[config.mk]
export PLATFORM = sky130hd
export DESIGN_NAME = gated_interval_timer
export DESIGN_NICKNAME = d
export VERILOG_FILES = /design/src/rtl/gpit_pkg.sv /design/src/rtl/gpit_prescaler.sv /design/src/rtl/gpit_gate.sv /design/src/rtl/gpit_core.sv /design/src/rtl/gated_interval_timer.sv
export SDC_FILE = /design/constraint.sdc
export NUM_CORES = 1
export LEC_CHECK = 0
export BUFFER_PORTS_ARGS = -buffer_cell sky130_fd_sc_hd__buf_4
export CAP_MARGIN = 0
export CORE_ASPECT_RATIO = 2
export CORE_MARGIN = 2
export CORE_UTILIZATION = 55
export DETAILED_ROUTE_END_ITERATION = 6
export PLACE_DENSITY = 0.76
export SLEW_MARGIN = 30
export SYNTH_ARGS = -nofsm -noshare
export SYNTH_HDL_FRONTEND = slang
export SYNTH_SLANG_ARGS = --single-unit
[constraint.sdc]
create_clock -name clk_i -period 11.3 [get_ports clk_i]
set_input_delay 0.565 -clock clk_i [delete_from_list [all_inputs] [get_ports clk_i]]
set_output_delay 0.565 -clock clk_i [all_outputs]
set_load 0.05 [all_outputs]
[src/rtl/gpit_pkg.sv]
package gpit_pkg;

  localparam logic [1:0] ADDR_COUNT  = 2'd0;
  localparam logic [1:0] ADDR_MODE   = 2'd1;
  localparam logic [1:0] ADDR_TARGET = 2'd2;
  localparam logic [1:0] ADDR_HOLD   = 2'd3;

  localparam logic [1:0] CLK_BUS    = 2'd0;
  localparam logic [1:0] CLK_DIV_A  = 2'd1;
  localparam logic [1:0] CLK_DIV_B  = 2'd2;
  localparam logic [1:0] CLK_HBLANK = 2'd3;

  localparam logic [1:0] GATE_LEVEL = 2'd0;
  localparam logic [1:0] GATE_RISE  = 2'd1;
  localparam logic [1:0] GATE_FALL  = 2'd2;
  localparam logic [1:0] GATE_BOTH  = 2'd3;

  localparam int unsigned OVF_BIT = 11;
  localparam int unsigned TGT_BIT = 10;

  // bit 11 down to bit 0
  typedef struct packed {
    logic       ovf_flag;
    logic       tgt_flag;
    logic       ovf_irq_en;
    logic       tgt_irq_en;
    logic       cnt_en;
    logic       zero_ret;
    logic [1:0] gate_mode;
    logic       gate_src;
    logic       gate_en;
    logic [1:0] clk_sel;
  } mode_t;

  localparam int unsigned MODE_W = $bits(mode_t);

endpackage

[src/rtl/gpit_prescaler.sv]
module gpit_prescaler
  import gpit_pkg::*;
#(
  parameter int unsigned DIV_A_LOG2 = 4,
  parameter int unsigned DIV_B_LOG2 = 8
) (
  input  logic       clk_i,
  input  logic       rst_ni,
  input  logic [1:0] clk_sel_i,
  input  logic       hblank_rise_i,
  output logic       tick_o
);

  logic [DIV_B_LOG2-1:0] pre_q;
  logic tick_a, tick_b;

  always_ff @(posedge clk_i or negedge rst_ni) begin
    if (!rst_ni) pre_q <= '0;
    else         pre_q <= pre_q + 1'b1;
  end

  generate
    if (DIV_A_LOG2 == 0) begin : g_tap_a_bus
      assign tick_a = 1'b1;
    end else begin : g_tap_a_div
      assign tick_a = &pre_q[DIV_A_LOG2-1:0];
      // a divided tap never fires on two consecutive clocks
      assert_tap_a_spacing_R2: assert property (@(posedge clk_i) disable iff (!rst_ni)
        tick_a |=> !tick_a);
    end
  endgenerate

  assign tick_b = &pre_q;

  always_comb begin
    case (clk_sel_i)
      CLK_BUS:   tick_o = 1'b1;
      CLK_DIV_A: tick_o = tick_a;
      CLK_DIV_B: tick_o = tick_b;
      default:   tick_o = hblank_rise_i;
    endcase
  end

endmodule

[src/rtl/gpit_gate.sv]
module gpit_gate
  import gpit_pkg::*;
(
  input  logic       clk_i,
  input  logic       rst_ni,
  input  logic       hblank_i,
  input  logic       vblank_i,
  input  logic       gate_on_i,
  input  logic       gate_src_i,
  input  logic [1:0] gate_mode_i,
  input  logic       cnt_en_i,
  input  logic       gate_clear_i,
  output logic       hblank_rise_o,
  output logic       gate_pass_o,
  output logic       restart_o
);

  logic hb_q, vb_q, run_q;
  logic sig, sig_q, rise, fall, edge_hit;

  always_ff @(posedge clk_i or negedge rst_ni) begin
    if (!rst_ni) begin
      hb_q <= 1'b0;
      vb_q <= 1'b0;
    end else begin
      hb_q <= hblank_i;
      vb_q <= vblank_i;
    end
  end

  assign hblank_rise_o = hblank_i & ~hb_q;

  assign sig   = gate_src_i ? vblank_i : hblank_i;
  assign sig_q = gate_src_i ? vb_q : hb_q;
  assign rise  = sig & ~sig_q;
  assign fall  = ~sig & sig_q;

  always_comb begin
    case (gate_mode_i)
      GATE_RISE: edge_hit = rise;
      GATE_FALL: edge_hit = fall;
      GATE_BOTH: edge_hit = rise | fall;
      default:   edge_hit = 1'b0;
    endcase
  end

  assign restart_o = gate_on_i && cnt_en_i && edge_hit;

  // run_q: edge-restart modes hold until their first restart edge
  always_ff @(posedge clk_i or negedge rst_ni) begin
    if (!rst_ni)           run_q <= 1'b0;
    else if (gate_clear_i) run_q <= 1'b0;
    else if (restart_o)    run_q <= 1'b1;
  end

  assign gate_pass_o = !gate_on_i || ((gate_mode_i == GATE_LEVEL) ? !sig : run_q);

  assert_clear_halts_R9: assert property (@(posedge clk_i) disable iff (!rst_ni)
    gate_clear_i |=> !run_q);

  assert_level_blocks_R9: assert property (@(posedge clk_i) disable iff (!rst_ni)
    (gate_on_i && gate_mode_i == GATE_LEVEL && sig) |-> !gate_pass_o);

endmodule

[src/rtl/gpit_core.sv]
module gpit_core
  import gpit_pkg::*;
#(
  parameter int unsigned CNT_W  = 16,
  parameter int unsigned DATA_W = 32
) (
  input  logic              clk_i,
  input  logic              rst_ni,
  input  logic              wr_i,
  input  logic [1:0]        addr_i,
  input  logic [DATA_W-1:0] wdata_i,
  output logic [DATA_W-1:0] rdata_o,
  input  logic              tick_i,
  input  logic              gate_pass_i,
  input  logic              gate_restart_i,
  output mode_t             mode_o,
  output logic              gate_on_o,
  output logic              gate_clear_o,
  output logic              irq_o
);

  mode_t            mode_q, mode_new;
  logic [CNT_W-1:0] cnt_q, tgt_q, hold_q;
  logic             armed_q, irq_q;

  logic wr_cnt, wr_mode, wr_tgt, wr_hold;
  logic step;
  logic [CNT_W:0]   inc;
  logic [CNT_W-1:0] after, cnt_step;
  logic wrap, armed_mid, hit, ovf_new, tgt_new, armed_step;

  logic unused_wdata;
  assign unused_wdata = ^wdata_i[DATA_W-1:MODE_W];

  function automatic logic gate_effective(input mode_t m);
    return m.gate_en && !(!m.gate_src && m.clk_sel == CLK_HBLANK);
  endfunction

  assign wr_cnt  = wr_i && addr_i == ADDR_COUNT;
  assign wr_mode = wr_i && addr_i == ADDR_MODE;
  assign wr_tgt  = wr_i && addr_i == ADDR_TARGET;
  assign wr_hold = wr_i && addr_i == ADDR_HOLD;

  always_comb begin
    mode_new          = mode_t'(wdata_i[MODE_W-1:0]);
    mode_new.ovf_flag = mode_q.ovf_flag & ~wdata_i[OVF_BIT];
    mode_new.tgt_flag = mode_q.tgt_flag & ~wdata_i[TGT_BIT];
  end

  assign gate_on_o    = gate_effective(mode_q);
  assign gate_clear_o = wr_mode && gate_effective(mode_new);
  assign step         = tick_i && mode_q.cnt_en && gate_pass_i;

  // wrap is resolved first so that a zero target sees the wrapped count
  always_comb begin
    inc        = {1'b0, cnt_q} + {{CNT_W{1'b0}}, 1'b1};
    wrap       = inc[CNT_W];
    after      = inc[CNT_W-1:0];
    armed_mid  = armed_q | wrap;
    hit        = armed_mid && (after >= tgt_q);
    ovf_new    = wrap && mode_q.ovf_irq_en && !mode_q.ovf_flag;
    tgt_new    = hit && mode_q.tgt_irq_en && !mode_q.tgt_flag;
    cnt_step   = (hit && mode_q.zero_ret) ? after - tgt_q : after;
    armed_step = armed_mid && !(hit && !mode_q.zero_ret);
  end

  always_ff @(posedge clk_i or negedge rst_ni) begin
    if (!rst_ni) begin
      mode_q  <= '0;
      cnt_q   <= '0;
      tgt_q   <= '1;
      hold_q  <= '0;
      armed_q <= 1'b1;
      irq_q   <= 1'b0;
    end else begin
      irq_q <= 1'b0;
      if (wr_i) begin
        if (wr_cnt) begin
          cnt_q   <= wdata_i[CNT_W-1:0];
          armed_q <= tgt_q > wdata_i[CNT_W-1:0];
        end
        if (wr_mode) begin
          mode_q <= mode_new;
          if (gate_effective(mode_new)) cnt_q <= '0;
        end
        if (wr_tgt) begin
          tgt_q   <= wdata_i[CNT_W-1:0];
          armed_q <= wdata_i[CNT_W-1:0] > cnt_q;
        end
        if (wr_hold) hold_q <= wdata_i[CNT_W-1:0];
      end else if (gate_restart_i) begin
        cnt_q   <= '0;
        armed_q <= 1'b1;
      end else if (step) begin
        cnt_q   <= cnt_step;
        armed_q <= armed_step;
        irq_q   <= ovf_new | tgt_new;
        if (ovf_new) mode_q.ovf_flag <= 1'b1;
        if (tgt_new) mode_q.tgt_flag <= 1'b1;
      end
    end
  end

  always_comb begin
    case (addr_i)
      ADDR_COUNT:  rdata_o = DATA_W'(cnt_q);
      ADDR_MODE:   rdata_o = DATA_W'(mode_q);
      ADDR_TARGET: rdata_o = DATA_W'(tgt_q);
      default:     rdata_o = DATA_W'(hold_q);
    endcase
  end

  assign mode_o = mode_q;
  assign irq_o  = irq_q;

  assert_w1c_ovf_R6: assert property (@(posedge clk_i) disable iff (!rst_ni)
    (wr_mode && wdata_i[OVF_BIT]) |=> !mode_q.ovf_flag);

  assert_w1c_tgt_R6: assert property (@(posedge clk_i) disable iff (!rst_ni)
    (wr_mode && wdata_i[TGT_BIT]) |=> !mode_q.tgt_flag);

  assert_flag_sticky_R6: assert property (@(posedge clk_i) disable iff (!rst_ni)
    (mode_q.ovf_flag && !wr_mode) |=> mode_q.ovf_flag);

  assert_irq_new_flag_R8: assert property (@(posedge clk_i) disable iff (!rst_ni)
    irq_q |-> ((mode_q.ovf_flag && !$past(mode_q.ovf_flag)) ||
               (mode_q.tgt_flag && !$past(mode_q.tgt_flag))));

  assert_idle_stable_R2: assert property (@(posedge clk_i) disable iff (!rst_ni)
    (!mode_q.cnt_en && !wr_i) |=> $stable(cnt_q));

  assert_wrap_to_zero_R3: assert property (@(posedge clk_i) disable iff (!rst_ni)
    (cnt_q == {CNT_W{1'b1}} && step && !wr_i && !gate_restart_i) |=> cnt_q == '0);

  assert_write_wins_R13: assert property (@(posedge clk_i) disable iff (!rst_ni)
    (wr_i && !wr_cnt && !gate_clear_o) |=> $stable(cnt_q));

endmodule

[src/rtl/gated_interval_timer.sv]
module gated_interval_timer
  import gpit_pkg::*;
#(
  parameter int unsigned CNT_W      = 16,
  parameter int unsigned DATA_W     = 32,
  parameter int unsigned DIV_A_LOG2 = 4,
  parameter int unsigned DIV_B_LOG2 = 8
) (
  input  logic              clk_i,
  input  logic              rst_ni,
  input  logic              reg_wr_i,
  input  logic [1:0]        reg_addr_i,
  input  logic [DATA_W-1:0] reg_wdata_i,
  output logic [DATA_W-1:0] reg_rdata_o,
  input  logic              hblank_i,
  input  logic              vblank_i,
  output logic              irq_o
);

  mode_t mode;
  logic  tick, hblank_rise, gate_pass, gate_restart, gate_on, gate_clear;

  gpit_prescaler #(
    .DIV_A_LOG2(DIV_A_LOG2),
    .DIV_B_LOG2(DIV_B_LOG2)
  ) u_pre (
    .clk_i         (clk_i),
    .rst_ni        (rst_ni),
    .clk_sel_i     (mode.clk_sel),
    .hblank_rise_i (hblank_rise),
    .tick_o        (tick)
  );

  gpit_gate u_gate (
    .clk_i         (clk_i),
    .rst_ni        (rst_ni),
    .hblank_i      (hblank_i),
    .vblank_i      (vblank_i),
    .gate_on_i     (gate_on),
    .gate_src_i    (mode.gate_src),
    .gate_mode_i   (mode.gate_mode),
    .cnt_en_i      (mode.cnt_en),
    .gate_clear_i  (gate_clear),
    .hblank_rise_o (hblank_rise),
    .gate_pass_o   (gate_pass),
    .restart_o     (gate_restart)
  );

  gpit_core #(
    .CNT_W  (CNT_W),
    .DATA_W (DATA_W)
  ) u_core (
    .clk_i          (clk_i),
    .rst_ni         (rst_ni),
    .wr_i           (reg_wr_i),
    .addr_i         (reg_addr_i),
    .wdata_i        (reg_wdata_i),
    .rdata_o        (reg_rdata_o),
    .tick_i         (tick),
    .gate_pass_i    (gate_pass),
    .gate_restart_i (gate_restart),
    .mode_o         (mode),
    .gate_on_o      (gate_on),
    .gate_clear_o   (gate_clear),
    .irq_o          (irq_o)
  );

endmodule

[Word-level counts from Yosys, hierarchy flattened]
Index checks and enable logic that the tools add are counted.
W data, S select, Z words.
Storage, ports and cells
  logic and storage cells: 128
  bits of input ports: 39
  output and inout port bits: 33
  bits in registers: 73
Cells by class
  $add $sub $neg: 3
  $lt $le $gt $ge: 3
  bitwise operators: 13
  muxes and demuxes: 29
  reductions and logical operators: 48
  equal/unequal tests: 13
Operator list (count)
  $mux W16: 7
  $pmux W16 S3: 1
  $gt A16 B16 Y1: 2
  $logic_and A1 B1 Y1: 21
  $add A16 B1 Y17 const B: 1
  $ge A16 B16 Y1: 1
  $sub A16 B16 Y16: 1
  $mux W1: 15
  $eq A2 B2 Y1 const B: 7
  $mux W12: 1
  $reduce_and A4 Y1: 3
  $logic_not A1 Y1: 10
  $add A8 B1 Y8 const B: 1
  $reduce_and A2 Y1: 4
  $reduce_and A8 Y1: 1
  $reduce_bool A2 Y1: 4
  $eq A2 B1 Y1 const B: 3
  $logic_not A2 Y1: 3
  $mux W2: 3
  $pmux W1 S3: 2
  $and A1 B1 Y1: 5
  $not A1 Y1: 5
  $ne A3 B1 Y1 const B: 1
  $or A1 B1 Y1: 3
  4 further kinds: 4

[Longest topological paths before layout]
  depth in word-level cells: 10
  mapped depth: 16
  mapped depth without buffers: 13

[Hierarchy]
Synthesis repeated with hierarchy kept, for this count alone.
Second synthesis, totals
  cells, all modules: 651
  area total of the unflattened synthesis: 5808.1 um2
Modules (own cells, without submodules)
  gpit_core: cells each 602, times used 1, area an instance 5251.3 um2, sequential area each 1572.8 um2
  gpit_prescaler: cells each 29, times used 1, area an instance 351.6 um2, sequential area each 200.2 um2
  gpit_gate: cells each 20, times used 1, area an instance 205.2 um2, sequential area each 75.1 um2

[Least setup slack after synthesis]
OpenSTA, ideal clock, no wires.
  path kind: register to register
  start: register u_core.cnt_q[0]
  end: register u_core.cnt_q[11]
  buffers on the path: 2
  library setup time: 0.120 ns
  period minus slack after synthesis: 3.604 ns
  cell stages (with the launch flop): 16
  data required time: 11.180 ns
  data arrival time: 3.484 ns
  setup slack: 7.696 ns
  cell sequence: dfrtp_1 ha_1 nand3_2 or4_4 nor2_1 xnor2_1 ha_1 clkbuf_1 nand4_1 nor4_1 o21ai_0 o211a_1 nor3b_4 buf_6 o221ai_2 o211a_1
On the way
  word-level cells in the longest chain between the ends: 8
  elaborated cells between the ends (all ways): 10
  those cells by class: add/sub (2); order compare (1); mux (4); bitwise (1); reduce/logical (2)
RTL lines
  start, declared: RTL line gpit_core.sv:23  | logic [CNT_W-1:0] cnt_q, tgt_q, hold_q;
  start signal, assigned: RTL line gpit_core.sv:79  | cnt_q <= wdata_i[CNT_W-1:0];
  start signal, assigned: RTL line gpit_core.sv:95  | cnt_q <= cnt_step;
  $add A16 B1 Y17 (*): RTL line gpit_core.sv:56  | inc = {1'b0, cnt_q} + {{CNT_W{1'b0}}, 1'b1};
  $ge A16 B16 Y1 / $or A1 B1 Y1 (equally long branches): RTL line gpit_core.sv:60, gpit_core.sv:59
  $logic_and A1 B1 Y1: RTL line gpit_core.sv:60  | hit = armed_mid && (after >= tgt_q);
  $logic_and A1 B1 Y1: RTL line gpit_core.sv:63  | cnt_step = (hit && mode_q.zero_ret) ? after - tgt_q : after;
  $mux W16 (*): RTL line gpit_core.sv:63
  $mux W16 (*): RTL line gpit_core.sv:94  | end else if (step) begin
  $mux W16 (*): RTL line gpit_core.sv:91  | end else if (gate_restart_i) begin
  $mux W16 (*): RTL line gpit_core.sv:77  | if (wr_i) begin
Mark *: on every way between the ends. The rest lies on a longest branch, timed or not. The select of a mux whose other input is x is not followed.
A chain may end at the register's enable or synchronous reset.

[Worst setup path in the final report]
  start: register u_core.cnt_q[0]
  end: register u_core.cnt_q[8]
Same word-level chain as after synthesis.

==> run metrics <==
status=completed; DP HPWL=12,210 um; maximum clock path buffer count=2; worst-margin pin slew=868.1 ps; vias per cell=6.354; setup TNS=0 ps; vias in the first global route=5,183; Clock power frac=24.3%; Hold Buf Count CTS=0; synthesized instance count=656; grt total ovfl=0; crit path DAT=4650 ps; critical path startpoint category=flop; most common cell after layout, fill and taps aside=nand2_1; Core Rows=53; Power Density=191.7 nW/um^2; asr flop ratio synth=100.0%; most frequent cells in the layout=nand2_1 (73), o21ai_0 (71), inv_1 (58), dfrtp_1 (56), ha_1 (52); Post-synth EDFFs=0; HP Class=input pin to asynchronous set/reset pin; post-synth cell types=75; CTS Buf Count=9; DRC violations left=0; Top cell by count, worst path=ha_1; Area growth syn-to-layout=10.82%; # setup viols final=0; Clock transition at path regs=60 ps; Period Utilization, post-route=39.48%; Post-Route WL=16,040 um; Core Footprint=10,410 um^2; CTS tree=built; htree depth=3; Ports=72; maximum clock rate=224.2 MHz; Syn Std Cell Area=5804 um^2; Sw Share=41.96%; final std cells w/o fill=822; die extent in x=76.64 um; gr usage total=28.98%; clk_skew=8.334 ps; internal power=715.7 uW; PnR Total Power=1233 uW; clock sink count=73; #FFs+latches synth=73; Initial Util=55.75%; first-pass GRT wire length=25,950 um; number of antenna diodes=0; Synth top area share=24.14%; input/output buffers=39; routed vias=5,223; cell area after placement=6111 um^2; total setup buffers inserted after CTS=0; initial antenna violation count=0; Setup CP Type=flop to flop; Critical Path RT=11,490 ps; Lkg Pwr=0.002899 uW; slowest stage cell, crit path=nor3b_4; Inst Count DP=806; pin count of the biggest net entering global routing=74; Worst VDD drop=0.1395 mV; Die Ht=149.3 um; CTS resizes=0; critical-path cell list=ha_1 -> nand3_2 -> or4_4 -> and2b_2 -> xnor2_1 -> ha_1 -> nand4_1 -> nor4_1 -> o21ai_0 -> o211a_1 -> nor3b_4 -> buf_8 -> mux2i_1 -> o21ai_1; unrepaired setup endpoints after global routing=false; clk_lat worst skew=340 ps; Synth warnings=0; Slew headroom=40.63%; GP Congestion=0.9758; max-cap violations=0; endpoint class of the critical path=flop; Comb pwr share=46.0%; share of layout cells above drive strength 1=15.91%; Crit path largest cell delay=620 ps; Final Hold Fails=0; total die area=11,440 um^2; Seq pwr share=29.7%; Root Driver=clkbuf_16; Pre-antenna DRT Iters=5; Synth area leaders=dfrtp_1 (24%), ha_1 (11%), dfstp_2 (7.7%), o21ai_0 (6.1%), nand2_1 (4.8%); P_sw=517.4 uW; Total Nets Final=772; pre-CTS WS=6927 ps; Primary FF master, synth=dfrtp_1; 1st-iter DRT viols=332; wire per inst=19.51 um; Slew Viols, Final=0; post-synth top area cell=dfrtp_1; setup ws final=6839 ps; fin crit period=4461 ps; Final ANT Viol Nets=0; part of the Yosys area used for sequential elements=31.84%; synthesized area per cell=8.848 um^2; peak fanout along the critical path=15; cell area after layout=6432 um^2
==> kinds of logic after synthesis <==
kind of cell | after synthesis | share of synthesized area (%)
DFF | 73 | 31.84
and+or+nand+nor | 185 | 16.36
adders and majority gates | 53 | 11.55
other | 1 | 0.06461
AOI/OAI and AO/OA | 188 | 20.80
xor gates and xnor gates | 29 | 4.376
buffers and inverters | 103 | 8.170
muxes | 24 | 6.834
==> stage by stage <==
step                hold WS (ps)  util, %
floorplan                  269.4        -
global placement           448.5    58.50
detailed placement         463.1    58.69
CTS                        338.1    61.72
global route               295.6    61.78
finish                     242.4    61.78
==> power by group through the flow <==
| stage | logic, uW | clock network, uW | registers, uW |
|---|---|---|---|
| floorplan | 431 | 0 | 345 |
| global placement | 532 | 0 | 365 |
| detailed placement | 551 | 0 | 367 |
| CTS | 556 | 303 | 363 |
| global route | 619 | 312 | 371 |
| finish | 567 | 300 | 366 |
==> flip-flops by register name, summed over array words and instances, names as in the netlist <==
register        cells
u_core.armed_q      1
u_core.cnt_q       16
u_core.hold_q      16
u_core.irq_o        1
u_core.mode_o      12
u_core.tgt_q       16
u_gate.hb_q         1
u_gate.run_q        1
u_gate.vb_q         1
u_pre.pre_q         8
==> worst paths after layout <==
kind                                       from  cells past startpoint  slack, ps                 to
worst max-delay path            u_core.cnt_q[0]                     14       6840    u_core.cnt_q[8]
worst min-delay path                     rst_ni                      1        240   u_core.hold_q[5]
worst max register to register  u_core.cnt_q[0]                     14       6840    u_core.cnt_q[8]
worst min register to register   u_pre.pre_q[0]                      1        460     u_pre.pre_q[0]
max in group asynchronous                rst_ni                      1      10590  u_core.hold_q[13]
min in group clk_i                     vblank_i                      1        340        u_gate.vb_q
==> critical path, delay by kind of cell (launching register included) <==
kind | cells | cell delay, ps
compound gates | 3 | 470
flops | 1 | 510
mux | 1 | 250
xor+xnor | 1 | 80
simple gates | 6 | 2060
fa+ha+maj | 2 | 700
buf+inv | 1 | 240
==> cell type report <==
cell class                 instances  area (um^2)
clock buffer                      11        252.7
clock inverter                     5        62.56
fill                             900         3979
inverter                          58        217.7
multi-input combinational        495         3546
sequential                        73         1848
tap                              137        171.4
timing repair buffer              43        334.1
==> Yosys cell counts, types with 3 or more instances <==
master	number
a211o_1	3
a211oi_1	9
a21o_1	9
a21oi_1	33
a22o_1	12
a22oi_1	12
and2_1	4
and4_1	3
buf_4	16
clkbuf_1	22
dfrtp_1	56
dfstp_2	17
ha_1	52
inv_1	58
mux2i_1	10
mux4_2	11
nand2_1	74
nand2b_1	4
nand3_1	12
nand3b_1	5
nand4_1	16
nor2_1	27
nor2b_1	9
nor3_1	10
o211ai_1	4
o21a_1	3
o21ai_0	71
o21ai_1	3
o31ai_1	4
or2_2	3
xnor2_1	23
xor2_1	6
==> per-layer routing <==
| layer | wire, um | track usage, % | vias to the layer above | part of all wire, % |
|---|---|---|---|---|
| met5 | 0 | 0 | - | 0 |
| met4 | 974 | 18.09 | 0 | 6.1 |
| met3 | 768 | 3.632 | 75 | 4.8 |
| met2 | 8198 | 49.60 | 214 | 51 |
| met1 | 6094 | 34.38 | 2556 | 38 |
| li1 | - | - | 2378 | - |
No activity file was read; power rests on OpenSTA's default activity.
